===== src/rtl/uart_tx_pkg.sv =====
package uart_tx_pkg;
  typedef enum logic [2:0] {
    ST_IDLE,
    ST_START,
    ST_DATA,
    ST_MP,
    ST_STOP
  } tx_state_e;
endpackage


===== src/rtl/uart_tx_tick_ctr.sv =====
module uart_tx_tick_ctr #(
  parameter int TICKS_PER_BIT = 16
) (
  input  logic clk_i,
  input  logic rst_ni,
  input  logic clr_i,
  input  logic run_i,
  input  logic tick_i,
  output logic bit_end_o
);
  localparam int CW = (TICKS_PER_BIT > 1) ? $clog2(TICKS_PER_BIT) : 1;
  localparam logic [CW-1:0] LAST = CW'(TICKS_PER_BIT - 1);

  logic [CW-1:0] cnt_q;

  always_ff @(posedge clk_i or negedge rst_ni) begin
    if (!rst_ni)                  cnt_q <= '0;
    else if (clr_i || !run_i)     cnt_q <= '0;
    else if (tick_i)              cnt_q <= (cnt_q == LAST) ? '0 : cnt_q + 1'b1;
  end

  assign bit_end_o = run_i && tick_i && (cnt_q == LAST);


  no_tick_no_end_chk: assert property (@(posedge clk_i) disable iff (!rst_ni)
    !tick_i |-> !bit_end_o);
endmodule


===== src/rtl/uart_tx_cts_gate.sv =====
module uart_tx_cts_gate (
  input  logic clk_i,
  input  logic rst_ni,
  input  logic cts_en_i,
  input  logic cts_i,
  output logic go_o
);
  logic cts_q;

  always_ff @(posedge clk_i or negedge rst_ni) begin
    if (!rst_ni) cts_q <= 1'b0;
    else         cts_q <= cts_i;
  end

  // pin only matters when gating is enabled
  assign go_o = !cts_en_i || cts_q;


  cts_hold_chk: assert property (@(posedge clk_i) disable iff (!rst_ni)
    (cts_en_i && !$past(cts_i)) |-> !go_o);
endmodule


===== src/rtl/uart_tx_cts.sv =====
module uart_tx_cts #(
  parameter int DATA_W        = 8,
  parameter int TICKS_PER_BIT = 16
) (
  input  logic              clk_i,
  input  logic              rst_ni,
  input  logic              baud_tick_i,
  input  logic [DATA_W-1:0] data_i,
  input  logic              mp_i,
  input  logic              valid_i,
  output logic              ready_o,
  input  logic              cts_en_i,
  input  logic              mp_en_i,
  input  logic              two_stop_i,
  input  logic              cts_i,
  output logic              tx_o
);
  import uart_tx_pkg::*;

  localparam int IW = (DATA_W > 1) ? $clog2(DATA_W) : 1;
  localparam logic [IW-1:0] LAST_IDX = IW'(DATA_W - 1);

  tx_state_e         state_q;
  logic [DATA_W-1:0] shreg_q;
  logic [IW-1:0]     idx_q;
  logic              mp_q, mp_en_q, two_q, stop2_q;
  logic              go, accept, bit_end, busy;

  assign busy    = (state_q != ST_IDLE);
  assign ready_o = !busy && go;
  assign accept  = valid_i && ready_o;

  uart_tx_cts_gate u_gate (
    .clk_i    (clk_i),
    .rst_ni   (rst_ni),
    .cts_en_i (cts_en_i),
    .cts_i    (cts_i),
    .go_o     (go)
  );

  uart_tx_tick_ctr #(.TICKS_PER_BIT(TICKS_PER_BIT)) u_ctr (
    .clk_i     (clk_i),
    .rst_ni    (rst_ni),
    .clr_i     (accept),
    .run_i     (busy),
    .tick_i    (baud_tick_i),
    .bit_end_o (bit_end)
  );

  always_ff @(posedge clk_i or negedge rst_ni) begin
    if (!rst_ni) begin
      state_q <= ST_IDLE;
      shreg_q <= '0;
      idx_q   <= '0;
      mp_q    <= 1'b0;
      mp_en_q <= 1'b0;
      two_q   <= 1'b0;
      stop2_q <= 1'b0;
    end else if (accept) begin
      state_q <= ST_START;
      shreg_q <= data_i;
      mp_q    <= mp_i;
      mp_en_q <= mp_en_i;
      two_q   <= two_stop_i;
      idx_q   <= '0;
      stop2_q <= 1'b0;
    end else if (bit_end) begin
      unique case (state_q)
        ST_START: state_q <= ST_DATA;
        ST_DATA: begin
          shreg_q <= shreg_q >> 1;
          idx_q   <= idx_q + 1'b1;
          if (idx_q == LAST_IDX) state_q <= mp_en_q ? ST_MP : ST_STOP;
        end
        ST_MP: state_q <= ST_STOP;
        ST_STOP: begin
          if (two_q && !stop2_q) stop2_q <= 1'b1;
          else                   state_q <= ST_IDLE;
        end
        default: state_q <= ST_IDLE;
      endcase
    end
  end

  always_comb begin
    unique case (state_q)
      ST_START: tx_o = 1'b0;
      ST_DATA:  tx_o = shreg_q[0];
      ST_MP:    tx_o = mp_q;
      default:  tx_o = 1'b1;
    endcase
  end


  ready_idle_line_chk: assert property (@(posedge clk_i) disable iff (!rst_ni)
    ready_o |-> tx_o);


  start_after_accept_chk: assert property (@(posedge clk_i) disable iff (!rst_ni)
    (valid_i && ready_o) |=> (!tx_o && !ready_o));


  hold_without_tick_chk: assert property (@(posedge clk_i) disable iff (!rst_ni)
    (!baud_tick_i && !ready_o && !(valid_i && ready_o) && $past(1'b1)) |=> $stable(tx_o));


  frame_not_cut_chk: assert property (@(posedge clk_i) disable iff (!rst_ni)
    (busy && !bit_end) |=> !ready_o);
endmodule


===== config.mk =====
export PLATFORM = sky130hd
export DESIGN_NAME = uart_tx_cts
export DESIGN_NICKNAME = d
export VERILOG_FILES = /design/src/rtl/uart_tx_pkg.sv /design/src/rtl/uart_tx_tick_ctr.sv /design/src/rtl/uart_tx_cts_gate.sv /design/src/rtl/uart_tx_cts.sv
export SDC_FILE = /design/constraint.sdc
export NUM_CORES = 1
export LEC_CHECK = 0
export BUFFER_PORTS_ARGS = -buffer_cell sky130_fd_sc_hd__buf_4
export CAP_MARGIN = 20
export CELL_PAD_IN_SITES_DETAIL_PLACEMENT = 1
export CELL_PAD_IN_SITES_GLOBAL_PLACEMENT = 1
export CORE_MARGIN = 2
export CORE_UTILIZATION = 39
export CTS_CLUSTER_SIZE = 14
export DETAILED_ROUTE_END_ITERATION = 8
export PLACE_DENSITY_LB_ADDON = 0.1
export SYNTH_ARGS = -nofsm -noshare
export SYNTH_HDL_FRONTEND = slang
export SYNTH_HIERARCHICAL = 1
export SYNTH_SLANG_ARGS = --single-unit
export TNS_END_PERCENT = 100

===== constraint.sdc =====
create_clock -name clk_i -period 2.3 [get_ports clk_i]
set_clock_uncertainty 0.2 [all_clocks]
set_input_delay 0.345 -clock clk_i [delete_from_list [all_inputs] [get_ports clk_i]]
set_output_delay 0.345 -clock clk_i [all_outputs]
set_load 0.005 [all_outputs]

==> flow_summary.yaml <==
route:
  drc: 0
  via_count: 839
  drt-wirelength-per-cell_um: 15.1
  drt-pass1-iter-count: 4
  drtIter0Drc: 12
  wirelength_um: 2370
  vias_per_cell: 5.34
  postRouteAntennaNets: 0
timing:
  fin_crit_ns: 2.18
  worst_pin_slew_ns: 0.372
  final_hold_viol_count: 0
  setup_viol: 0
  timing.fmax_mhz: 458
  slew_headroom_pct: 75.1
  post-route-period-util_pct: 94.9
  fin_setup_tns_ns: 0
  rsz0062_at_grt: "false"
  slew_violations: 0
clock_network:
  clock_latency_ns: 0.31
  cts_buffer_depth: 2
  htree_levels: 1
  cts_tree: "done"
  cts_num_sinks: 23
  cts_setup_buffers: 0
  root_buffer: "clkbuf_4"
  cts_made_buffers: 3
  clk_pin_slew_ns: 0.13
global_routing:
  grt_pass1_wl_um: 4000
  track_usage_pct: 15.3
  first_global_vias: 893
  grt_max_degree: 24
  antenna_found_initial: 0
  grt_overflow: 0
logic_synthesis:
  synth-edff-count: 0
  ys_types: 35
  ys_dominant_reg_cell: "dfrtp_1"
  synthesis.area_um2: 1190
  synthArstFlopShare_pct: 100
  ys_seq_area_share_pct: 48.3
  syn_inst: 100
  syn_avg_cell_area_um2: 11.9
  ys_ff_latch: 23
  synth_warnings: 6
  syn_nets: 120
floorplan:
  core_area_um2: 2980
  die_w_um: 59.3
  num_rows: 20
  fp.dieH_um: 59.3
  initial_utilization_pct: 40.0
  dieArea_um2: 3520
  top_level_ports: 19
critical_path:
  cp.required_ns: 1.75
  start_kind: "flop"
  crit_type: "flop to output port"
  path_max_fanout: 9
  end_kind: "output port"
  worstPathArrival_ns: 1.64
placed_design:
  io_buffers: 18
  gp_congestion: 0.755
  hpwl_um: 1800
pwr:
  pwr-share-clk_pct: 17.0
  p_seq_share_pct: 55.3
  p_comb_share_pct: 27.7
  power_density_nw_per_um2: 797
  p_sw_uw: 342
  power_switching_share_pct: 30.7
  p_total_mw: 1.11
  cellLeakagePower_nw: 0.634
  ir_drop_uv: 310
  internal-power_uw: 773
final_layout:
  final_layout_size_suffix_gt1_share_pct: 34.7
  antennaDiodeCount: 0
  area_delta_synth_final_pct: 17.3
  final_nets: 145
  fillers: 328
  final_cell_mix: "23 x dfrtp_1, 23 x buf_4, 9 x mux2_2"
job:
  max_cap_violations: 0
worst_hold_path:
  hold_path.class: "input pin to flop"
status:
  outcome: "complete, no violations"
## cell type report
type                    count  area [um2]  share of cell area [%]
repair buffers             25         193                    13.8
well taps                  33        41.3                    2.95
flip-flops and latches     23         576                    41.1
multi-input cells          68         543                    38.8
inverters                   4        20.0                    1.43
clock buffers               4        26.3                    1.88
## repair_timing
action	in CTS	in global routing
hold endpoints to repair	24	0
hold buffers	2	0
gates resized for setup	0	1
setup endpoints to repair	0	4
## worst max-delay path: stages, from the launching register on
cell and delay, ns:
dfrtp_1 0.42, buf_4 0.18, nor4b_4 0.42, buf_4 0.21
buf_4 0.11
## through the flow
stage	hold slack [ns]	area, um2	setup WS, ns	std cells	utilization (%)
after floorplan	-0.151	1190	0.141	100	-
after global placement	0.0583	1350	0.151	151	45.3
after detailed placement	0.0604	1350	0.0863	151	45.3
after CTS	0.0461	1400	0.0731	157	46.9
after global routing	0.0425	1400	0.0325	157	47.0
final	0.0541	1400	0.117	157	47.0
## synthesized netlist by cell type, types with 2 or more instances
master | number | area share (%)
dfrtp_1 | 23 | 48
inv_1 | 3 | 0.94
a21oi_1 | 3 | 1.3
nand2_1 | 3 | 0.94
mux2i_1 | 6 | 5.0
buf_6 | 3 | 2.8
ha_1 | 3 | 3.1
nand3_1 | 6 | 2.5
nand2b_1 | 4 | 2.1
o21ai_0 | 6 | 2.5
mux2_2 | 9 | 8.5
nor4b_1 | 2 | 1.5
nor2_1 | 7 | 2.2
## routing by layer
layer / vias up / track usage [%] / share of wire, %
li1: 408 / - / -
met1: 413 / 19.2 / 46
met2: 14 / 26.1 / 49
met3: 4 / 2.18 / 2.8
met4: 0 / 6.17 / 1.4
met5: - / 0 / 0
## cells by family (layout without fill, tap and decap cells)
kind of cell	after synthesis	count (layout)	share of synthesized area [%]
compound gates	18	18	9.97
xor+xnor	2	2	1.47
fa+ha+maj	3	3	3.15
buf+inv	9	33	6.40
flops	23	23	48.3
mux	15	15	13.5
simple gates	30	30	17.2
## worst paths after layout
| path | start | to | slack (ns) | depth (start not counted) |
|---|---|---|---|---|
| min reg2reg | stop2_q | stop2_q | 0.33 | 2 |
| max | state_q[0] | ready_o | 0.12 | 4 |
| min | data_i[3] | shreg_q[3] | 0.05 | 2 |
| max reg2reg | u_ctr/cnt_q[0] | shreg_q[4] | 0.14 | 6 |
| min in group asynchronous | rst_ni | state_q[2] | 0.25 | 2 |
| max in group asynchronous | rst_ni | u_ctr/cnt_q[1] | 1.41 | 2 |
## power groups by stage
| stage | registers, mW | logic, mW | clock network (mW) |
|---|---|---|---|
| floorplan | 0.597 | 0.233 | 0 |
| global placement | 0.620 | 0.293 | 0 |
| detailed placement | 0.627 | 0.310 | 0 |
| CTS | 0.617 | 0.313 | 0.199 |
| global route | 0.638 | 0.346 | 0.214 |
| finish | 0.617 | 0.309 | 0.190 |
## state kept, by name, indices dropped and copies added (netlist names)
name and cells:
idx_q 3, mp_en_q 1, mp_q 1, shreg_q 8, state_q 3, stop2_q 1, two_q 1, u_ctr/cnt_q 4
u_gate/cts_q 1
(Power assumes the default switching activity.)
